<file path="config.mk">
export PLATFORM = sky130hd
export DESIGN_NAME = disp_clkgen
export DESIGN_NICKNAME = d
export VERILOG_FILES = /design/src/rtl/disp_clkgen_pkg.sv /design/src/rtl/disp_clkgen_regs.sv /design/src/rtl/disp_clkgen_div.sv /design/src/rtl/disp_clkgen_half_fsm.sv /design/src/rtl/disp_clkgen.sv
export SDC_FILE = /design/constraint.sdc
export NUM_CORES = 1
export LEC_CHECK = 0
export ABC_AREA = 0
export CAP_MARGIN = 10
export CORE_MARGIN = 2
export CORE_UTILIZATION = 31
export DETAILED_ROUTE_END_ITERATION = 10
export PLACE_DENSITY_LB_ADDON = 0.12
export RECOVER_POWER = 50
export SLEW_MARGIN = 20
export SYNTH_ARGS = -nofsm -noshare
export SYNTH_HDL_FRONTEND = slang
export SYNTH_HIERARCHICAL = 1
export SYNTH_SLANG_ARGS = --single-unit
export TNS_END_PERCENT = 30
</file>
<file path="constraint.sdc">
create_clock -name clk -period 2.47 [get_ports clk]
set_clock_uncertainty 0.05 [all_clocks]
set_input_delay 0.494 -clock clk [delete_from_list [all_inputs] [get_ports clk]]
set_output_delay 0.494 -clock clk [all_outputs]
set_load 0.01 [all_outputs]
</file>
<file path="src/rtl/disp_clkgen_pkg.sv">
package disp_clkgen_pkg;
    localparam int REG_W        = 32;
    localparam int GATE_PRI_BIT = 31;
    localparam int GATE_SEC_BIT = 15;
    localparam int HALF_BIT     = 11;
    localparam int SEL_LSB      = 24;
    localparam int DIV_LSB      = 0;

    typedef enum logic [2:0] {
        B_OFF    = 3'd0,
        B_LOW_1  = 3'd1,
        B_LOW_2  = 3'd2,
        B_HIGH_1 = 3'd3,
        B_HIGH_2 = 3'd4
    } half_state_t;

    function automatic logic [REG_W-1:0] defined_mask(input int sel_w, input int div_w);
        logic [REG_W-1:0] m;
        m = '0;
        m[GATE_PRI_BIT] = 1'b1;
        m[GATE_SEC_BIT] = 1'b1;
        m[HALF_BIT]     = 1'b1;
        for (int i = 0; i < sel_w; i++) m[SEL_LSB + i] = 1'b1;
        for (int i = 0; i < div_w; i++) m[DIV_LSB + i] = 1'b1;
        return m;
    endfunction
endpackage

</file>
<file path="src/rtl/disp_clkgen_regs.sv">
module disp_clkgen_regs
    import disp_clkgen_pkg::*;
#(
    parameter int SEL_W = 2,
    parameter int DIV_W = 4
) (
    input  logic             clk,
    input  logic             rst_n,
    input  logic             wr_en,
    input  logic [REG_W-1:0] wr_mask,
    input  logic [REG_W-1:0] wr_data,
    input  logic             cmd_enable,
    input  logic             cmd_disable,
    output logic [REG_W-1:0] ctrl_q
);
    localparam logic [REG_W-1:0] KEEP = defined_mask(SEL_W, DIV_W);

    logic [REG_W-1:0] ctrl_d;

    always_comb begin
        ctrl_d = ctrl_q;
        if (wr_en) ctrl_d = (ctrl_q & ~wr_mask) | (wr_data & wr_mask);
        if (cmd_enable) begin
            ctrl_d[GATE_PRI_BIT] = 1'b1;
            ctrl_d[GATE_SEC_BIT] = 1'b1;
        end
        if (cmd_disable) begin
            ctrl_d[GATE_PRI_BIT] = 1'b0;
            ctrl_d[GATE_SEC_BIT] = 1'b0;
        end
        ctrl_d = ctrl_d & KEEP;
    end

    always_ff @(posedge clk or negedge rst_n) begin
        if (!rst_n) ctrl_q <= '0;
        else        ctrl_q <= ctrl_d;
    end
endmodule

</file>
<file path="src/rtl/disp_clkgen_div.sv">
module disp_clkgen_div #(
    parameter int DIV_W = 4
) (
    input  logic             clk,
    input  logic             rst_n,
    input  logic             run,
    input  logic             tick,
    input  logic [DIV_W-1:0] div_cfg,
    output logic             lvl,
    output logic             tc
);
    logic [DIV_W-1:0] cnt;
    logic [DIV_W-1:0] div_act;

    assign tc = run & tick & (cnt == div_act);

    always_ff @(posedge clk or negedge rst_n) begin
        if (!rst_n) begin
            cnt     <= '0;
            div_act <= '0;
            lvl     <= 1'b0;
        end else if (!run) begin
            cnt     <= '0;
            div_act <= div_cfg;
            lvl     <= 1'b0;
        end else if (tc) begin
            cnt     <= '0;
            div_act <= div_cfg;
            lvl     <= ~lvl;
        end else if (tick) begin
            cnt     <= cnt + 1'b1;
        end
    end
endmodule

</file>
<file path="src/rtl/disp_clkgen_half_fsm.sv">
module disp_clkgen_half_fsm
    import disp_clkgen_pkg::*;
(
    input  logic clk,
    input  logic rst_n,
    input  logic gate,
    input  logic halve,
    input  logic tc,
    output logic lvl
);
    half_state_t state, state_nxt;

    always_comb begin
        state_nxt = state;
        if (!gate) begin
            state_nxt = B_OFF;
        end else begin
            unique case (state)
                B_OFF:    state_nxt = B_LOW_1;
                B_LOW_1:  if (tc) state_nxt = halve ? B_LOW_2 : B_HIGH_1;
                B_LOW_2:  if (tc) state_nxt = B_HIGH_1;
                B_HIGH_1: if (tc) state_nxt = halve ? B_HIGH_2 : B_LOW_1;
                B_HIGH_2: if (tc) state_nxt = B_LOW_1;
                default:  state_nxt = B_OFF;
            endcase
        end
    end

    always_ff @(posedge clk or negedge rst_n) begin
        if (!rst_n) state <= B_OFF;
        else        state <= state_nxt;
    end

    always_comb begin
        unique case (state)
            B_HIGH_1, B_HIGH_2: lvl = 1'b1;
            default:            lvl = 1'b0;
        endcase
    end
endmodule

</file>
<file path="src/rtl/disp_clkgen.sv">
module disp_clkgen
    import disp_clkgen_pkg::*;
#(
    parameter int NSRC  = 4,
    parameter int DIV_W = 4
) (
    input  logic             clk,
    input  logic             rst_n,
    input  logic [NSRC-1:0]  src_tick,
    input  logic             wr_en,
    input  logic [REG_W-1:0] wr_mask,
    input  logic [REG_W-1:0] wr_data,
    input  logic             cmd_enable,
    input  logic             cmd_disable,
    output logic [REG_W-1:0] rd_data,
    output logic             en_status,
    output logic             clk_pri,
    output logic             clk_sec
);
    localparam int SEL_W = (NSRC > 1) ? $clog2(NSRC) : 1;

    logic [REG_W-1:0] ctrl;
    logic             gate_pri, gate_sec, halve, tick, a_lvl, a_tc, b_lvl;
    logic [SEL_W-1:0] sel;
    logic [DIV_W-1:0] div_cfg;

    disp_clkgen_regs #(.SEL_W(SEL_W), .DIV_W(DIV_W)) u_regs (
        .clk(clk), .rst_n(rst_n), .wr_en(wr_en), .wr_mask(wr_mask),
        .wr_data(wr_data), .cmd_enable(cmd_enable), .cmd_disable(cmd_disable),
        .ctrl_q(ctrl)
    );

    assign gate_pri = ctrl[GATE_PRI_BIT];
    assign gate_sec = ctrl[GATE_SEC_BIT];
    assign halve    = ctrl[HALF_BIT];
    assign sel      = ctrl[SEL_LSB +: SEL_W];
    assign div_cfg  = ctrl[DIV_LSB +: DIV_W];

    always_comb begin
        tick = 1'b0;
        for (int i = 0; i < NSRC; i++)
            if (sel == SEL_W'(i)) tick = src_tick[i];
    end

    disp_clkgen_div #(.DIV_W(DIV_W)) u_div (
        .clk(clk), .rst_n(rst_n), .run(gate_pri | gate_sec), .tick(tick),
        .div_cfg(div_cfg), .lvl(a_lvl), .tc(a_tc)
    );

    disp_clkgen_half_fsm u_half (
        .clk(clk), .rst_n(rst_n), .gate(gate_sec), .halve(halve),
        .tc(a_tc), .lvl(b_lvl)
    );

    assign rd_data   = ctrl;
    assign en_status = gate_pri | gate_sec;
    assign clk_pri   = a_lvl & gate_pri;
    assign clk_sec   = b_lvl;
endmodule

</file>
==> flow_summary_export.csv, run 1 <==
group,metric,value,unit
status,status,"finished clean",
floorplanning,die_h,66.8,um
floorplanning,rows,22,
grt,grt_pass1_wl,3.98,mm
routing,drt_first_pass_iters,4,
logic_synthesis,syn_inst,113,
logic_synthesis,synth_area_leaders,"dfrtp_1 (43%), buf_4 (14%), mux2_4 (7.4%)",
power_and_ir_drop,pwr-share-clk,21.4,%
critical_path,crit_path_cell_trace,"or2_2, clkdlybuf4s50_1",
clocking,ctsHoldBuffers,0,
timing,tightestPinTransition,1.14,ns
timing,final_hold_viol_count,0,
clocking,cts_max_path_buffers,2,
critical_path,slowest_stage,"clkdlybuf4s50_1",
power_and_ir_drop,p_int,0.722,mW
final_layout,seq_area,526,sq um
logic_synthesis,syn_avg_cell_area,10.8,sq um
placed_design,place.gp.congestion,0.738,
floorplanning,floorplan.initialDensity,32.9,%
final_layout,nFillCells,379,
clocking,clk_latency,0.25,ns
routing,drc_errors,0,
final_layout,multiInputGateArea,577,sq um
floorplanning,io_pins,108,
logic_synthesis,synth_cell_types,30,
routing,wl_per_cell,11.5,um
placed_design,place_ws,0.137,ns
final_layout,final_cell_area,0.00162,sq mm
critical_path,max_stage_delay,0.53,ns
critical_path,cp_max_fo,9,
final_layout,final_common_cell,"clkdlybuf4s50_1",
timing,rsz0062_at_grt,"no",
timing,setup_tns,0,ns
power_and_ir_drop,netSwitchingPower,0.324,mW
timing,maxSlewViolCount,0,
clocking,post_cts_resize_count,0,
clocking,clkSlewWorstSetupHoldPaths,0.08,ns
routing,drtIter0Drc,5,
critical_path,end_kind,"primary output",
clocking,cts_tree,"yes",
power_and_ir_drop,powerDensity,644,mW/mm^2
final_layout,n_antenna_cell,0,
timing,setup_violations,0,
timing,max_clock_freq,0.461,GHz
critical_path,critical_path_class,"reg -> out",
critical_path,critPathTopFamily,"buffers and inverters",
clocking,cts.sinks,21,
critical_path,worstPathArrival,1.62,ns
critical_path,r2r_slack,0.64,ns
clocking,htreeDepth,1,
placed_design,port_buffers,38,
clocking,cts_setup_buffers,0,
hold_path,worstHoldPathType,"reg -> reg",
final_layout,layout_common_cells,"clkdlybuf4s50_1 (36), conb_1 (23), dfrtp_1 (21), nand2_1 (15)",
floorplanning,core-area,0.00372,sq mm
flow_run,max-cap-violations,0,
routing,final_antenna_net_count,0,
final_layout,utilization,43.7,%
power_and_ir_drop,p_leak,0.708,nW
routing,vias,881,
placed_design,post-dp-hpwl,1.87,mm
final_layout,layout.nets,232,
grt,first_global_vias,909,
timing,fin_crit_sh,87.8,%
logic_synthesis,syn-cell-area,0.00122,sq mm
clocking,cts_root_buf,"clkbuf_8",
timing,whs,0.487,ns
final_layout,drive_gt1_share,12.1,%
power_and_ir_drop,p_comb_share,33.2,%
power_and_ir_drop,switching_share,30.9,%
critical_path,cp_data_required_time,1.93,ns
placed_design,placed_cells,201,
critical_path,critPathLaunchType,"flip-flop",
grt,antenna_found_initial,0,
power_and_ir_drop,peakVddDrop,0.256,mV
grt,gr-total-overflow,0,
logic_synthesis,ys_warn_count,6,
final_layout,area_delta_synth_final,32.8,%
clocking,cts_buffers,3,
routing,viasPerCell,4.30,
logic_synthesis,yosysSeqAreaShare,43.0,%
critical_path,cp.buffers_inverters,1,
timing,worst_slack,0.301,ns
routing,routed_wl,2.36,mm
power_and_ir_drop,power,1.05,mW
placed_design,place_area,0.00159,sq mm
grt,grt.total_usage,11.7,%
timing,fin_crit,2.17,ns
grt,grt_max_degree,22,
logic_synthesis,ys_seq_elements,21,
floorplanning,dieWidth,66.8,um
final_layout,fin_cells,205,
timing,relSlewSlack,24.1,%
logic_synthesis,yosysTopAreaCell,"dfrtp_1",
floorplanning,dieArea,0.00446,sq mm
power_and_ir_drop,p_seq_share,45.5,%
logic_synthesis,synth_top_area_share,43.0,%
==> power by group through the flow <==
stage | Clock [mW] | Combinational [mW] | Sequential (mW)
after floorplan | 0 | 0.233 | 0.475
after global placement | 0 | 0.349 | 0.478
after detailed placement | 0 | 0.359 | 0.483
after CTS | 0.233 | 0.361 | 0.477
after global routing | 0.248 | 0.386 | 0.487
final | 0.223 | 0.347 | 0.476
==> layer usage <==
layer | vias up | wire [um] | track usage [%]
li1 | 427 | - | -
met1 | 421 | 1030 | 14.8
met2 | 31 | 1210 | 20.5
met3 | 2 | 86 | 1.01
met4 | 0 | 33 | 4.59
met5 | - | 0 | 0
==> worst paths after layout <==
| path | from | end | cells after the start |
|---|---|---|---|
| max in group asynchronous | rst_n | u_div/cnt[1] | 2 |
| max | u_regs/ctrl_q[15] | en_status | 2 |
| min reg2reg | u_half/state[1] | u_half/state[0] | 1 |
| min | u_half/state[1] | u_half/state[0] | 1 |
| max reg2reg | flip-flop | u_half/state[0] | 7 |
| min in group asynchronous | rst_n | u_regs/ctrl_q[31] | 2 |
==> synthesized netlist by cell type <==
cell and count:
a311oi_1 2, nand2b_1 2, xnor2_1 5, nand2_1 15
and3_1 1, o32ai_1 1, buf_6 1, a211oi_1 2
a221oi_1 1, o22ai_1 1, or2_2 1, nand3_2 1
buf_4 23, o2111ai_1 1, nand3_1 1, inv_1 2
xor2_1 2, o21ai_4 1, mux4_2 1, mux2_4 6
o21ai_0 4, nor2_1 5, and2_1 3, nand3b_1 1
mux2_2 5, ha_1 1, mux2i_1 1, nand4_1 1
conb_1 1, dfrtp_1 21
==> cell type report <==
class | count | area share (%)
Multi-Input combinational cell | 88 | 35.5
Sequential cell | 21 | 32.4
Timing Repair Buffer | 42 | 25.1
Tap cell | 48 | 3.70
Clock buffer | 3 | 2.54
Inverter | 2 | 0.463
Clock inverter | 1 | 0.308
==> cells by family after synthesis <==
group	Yosys count	synth area share, %
multiplexers	13	14.6
buffers and inverters	26	15.7
AO/OA/AOI/OAI	13	8.29
XOR/XNOR	7	5.02
adder cells (fa/ha/maj)	1	1.02
flip-flops	21	43.0
other	1	0.307
AND/OR/NAND/NOR	31	12.1
(Power assumes the default switching activity.)
==> run 2, diff against run 1 <==
==> constraint.sdc (replaced) <==
create_clock -name clk -period 2.47 [get_ports clk]
set_clock_uncertainty 0.05 [all_clocks]
set_input_delay 0.6175 -clock clk [delete_from_list [all_inputs] [get_ports clk]]
set_output_delay 0.6175 -clock clk [all_outputs]
set_load 0.01 [all_outputs]
==> results of run 2 <==
Same layout as run 1 (identical final DEF). Status: finished clean.
Among the figures that moved: setup slack after placement 0.137 ns -> 0.0135 ns; setup slack after layout 0.301 ns -> 0.178 ns
==> run 3, diff against run 2 <==
--- a/config.mk
+++ b/config.mk
@@ -8,13 +8,11 @@
 export ABC_AREA = 0
 export CAP_MARGIN = 10
 export CORE_MARGIN = 2
-export CORE_UTILIZATION = 31
+export CORE_UTILIZATION = 34
 export DETAILED_ROUTE_END_ITERATION = 10
 export PLACE_DENSITY_LB_ADDON = 0.12
-export RECOVER_POWER = 50
 export SLEW_MARGIN = 20
 export SYNTH_ARGS = -nofsm -noshare
 export SYNTH_HDL_FRONTEND = slang
 export SYNTH_HIERARCHICAL = 1
 export SYNTH_SLANG_ARGS = --single-unit
-export TNS_END_PERCENT = 30
==> constraint.sdc (replaced) <==
create_clock -name clk -period 2.89 [get_ports clk]
set_clock_uncertainty 0.05 [all_clocks]
set_input_delay 0.7225 -clock clk [delete_from_list [all_inputs] [get_ports clk]]
set_output_delay 0.7225 -clock clk [all_outputs]
set_load 0.01 [all_outputs]
==> flow_summary_export.csv, run 3 (synthesis results as in run 1) <==
group,metric,value,unit
routing,routed.top_layer,"met4",
floorplanning,rows,21,
final_layout,fin_cells,200,
grt,gr-total-overflow,0,
power_and_ir_drop,p_seq_share,48.7,%
critical_path,cp_max_fo,9,
routing,wl_per_cell,11.2,um
routing,met1Wirelength,925,um
final_layout,multiInputGateArea,588,sq um
critical_path,r2r_slack,0.84,ns
final_layout,layout.nets,229,
hold_path,worstHoldPathType,"reg -> reg",
floorplanning,dieWidth,64.0,um
power_and_ir_drop,p_comb_share,34.2,%
placed_design,port_buffers,38,
floorplanning,dieArea,0.00409,sq mm
routing,vias,880,
clocking,cts_tree,"yes",
final_layout,utilization,47.0,%
power_and_ir_drop,netSwitchingPower,0.263,mW
clocking,cts.sinks,21,
clocking,post_cts_resize_count,0,
clocking,cts_root_buf,"clkbuf_4",
critical_path,rr_worst_depth,7,
clocking,clkSlewWorstSetupHoldPaths,0.12,ns
routing,viasPerCell,4.40,
power_and_ir_drop,switching_share,31.8,%
routing,final_antenna_net_count,0,
final_layout,final_common_cell,"clkdlybuf4s50_1",
routing,wl_met3,117,um
critical_path,end_kind,"primary output",
clocking,cts_max_path_buffers,2,
power_and_ir_drop,pwr-share-clk,17.1,%
final_layout,layout_common_cells,"clkdlybuf4s50_1 (38), conb_1 (23), dfrtp_1 (21), nand2_1 (15), mux2_4 (6)",
floorplanning,io_pins,108,
timing,fin_crit_sh,85.1,%
clocking,cts_buffers,3,
final_layout,seq_area,526,sq um
critical_path,critPathLaunchType,"flip-flop",
clocking,cts_setup_buffers,0,
grt,grt_pass1_wl,3.76,mm
timing,setup_tns,0,ns
grt,grt.total_usage,11.7,%
routing,drc_errors,0,
timing,maxSlewViolCount,0,
status,status,"finished clean",
final_layout,final_cell_area,0.00159,sq mm
floorplanning,die_h,64.0,um
power_and_ir_drop,peakVddDrop,0.210,mV
grt,grt_max_degree,22,
flow_run,max-cap-violations,0,
placed_design,placed_cells,196,
timing,setup_violations,0,
critical_path,cp_data_required_time,2.12,ns
final_layout,drive_gt1_share,13.0,%
power_and_ir_drop,p_int,0.565,mW
routing,drt_first_pass_iters,2,
final_layout,nFillCells,340,
power_and_ir_drop,p_leak,0.702,nW
final_layout,area_delta_synth_final,30.4,%
placed_design,place_area,0.00157,sq mm
power_and_ir_drop,powerDensity,519,mW/mm^2
grt,first_global_vias,877,
timing,rsz0062_at_grt,"no",
placed_design,post-dp-hpwl,1.77,mm
routing,dr_wl_met2,1.17,mm
clocking,htreeDepth,1,
hold_path,hold_depth,1,
critical_path,critical_path_class,"reg -> out",
routing,routed_wl,2.24,mm
floorplanning,floorplan.initialDensity,36.1,%
critical_path,worstPathArrival,1.69,ns
timing,final_hold_viol_count,0,
routing,drtIter0Drc,18,
placed_design,place.gp.congestion,0.722,
final_layout,n_antenna_cell,0,
clocking,clk_latency,0.30,ns
floorplanning,core-area,0.00339,sq mm
timing,fin_crit,2.46,ns
clocking,ctsHoldBuffers,0,
grt,antenna_found_initial,0,
timing,max_clock_freq,0.406,GHz
run 3: through the flow:
step,power [mW],hold slack [ns],setup WS (ns)
after floorplan,0.605,0.377,0.710
after global placement,0.689,0.467,0.182
after detailed placement,0.696,0.467,0.121
after CTS,0.844,0.497,0.398
after global routing,0.890,0.515,0.322
final,0.828,0.485,0.430
run 3: final timing paths:
kind | endpoint | startpoint
hold reg to reg | u_half/state[0] | u_half/state[1]
hold / removal | u_half/state[0] | u_half/state[1]
setup reg to reg | u_half/state[0] | flip-flop
max in group asynchronous | u_div/lvl | rst_n
min in group asynchronous | u_div/div_act[0] | rst_n
setup / recovery | en_status | u_regs/ctrl_q[15]
run 3: power groups by stage:
stage          clock network [mW]  registers (mW)  logic [mW]
3_5_place_dp                    0           0.411       0.285
2_1_floorplan                   0           0.406       0.199
6_report                    0.142           0.403       0.283
5_1_grt                     0.162           0.414       0.313
4_1_cts                     0.153           0.405       0.287
3_3_place_gp                    0           0.408       0.281
run 3: layout make-up:
type / count / area share, %
Sequential cell: 21 / 33.0
Clock buffer: 3 / 1.41
Inverter: 2 / 0.471
Multi-Input combinational cell: 88 / 36.9
Tap cell: 46 / 3.61
Clock inverter: 1 / 0.314
Timing Repair Buffer: 39 / 24.3
run 3: worst max-delay path, stage by stage (launching register included):
cell and delay, ns:
dfrtp_1 0.46, or2_2 0.41, clkdlybuf4s50_1 0.52
run 3: per-layer routing:
layer | vias up | GRT usage, %
met1 | 427 | 13.6
met5 | - | 0
met3 | 2 | 1.76
met4 | 0 | 6.52
met2 | 31 | 20.4
li1 | 420 | -
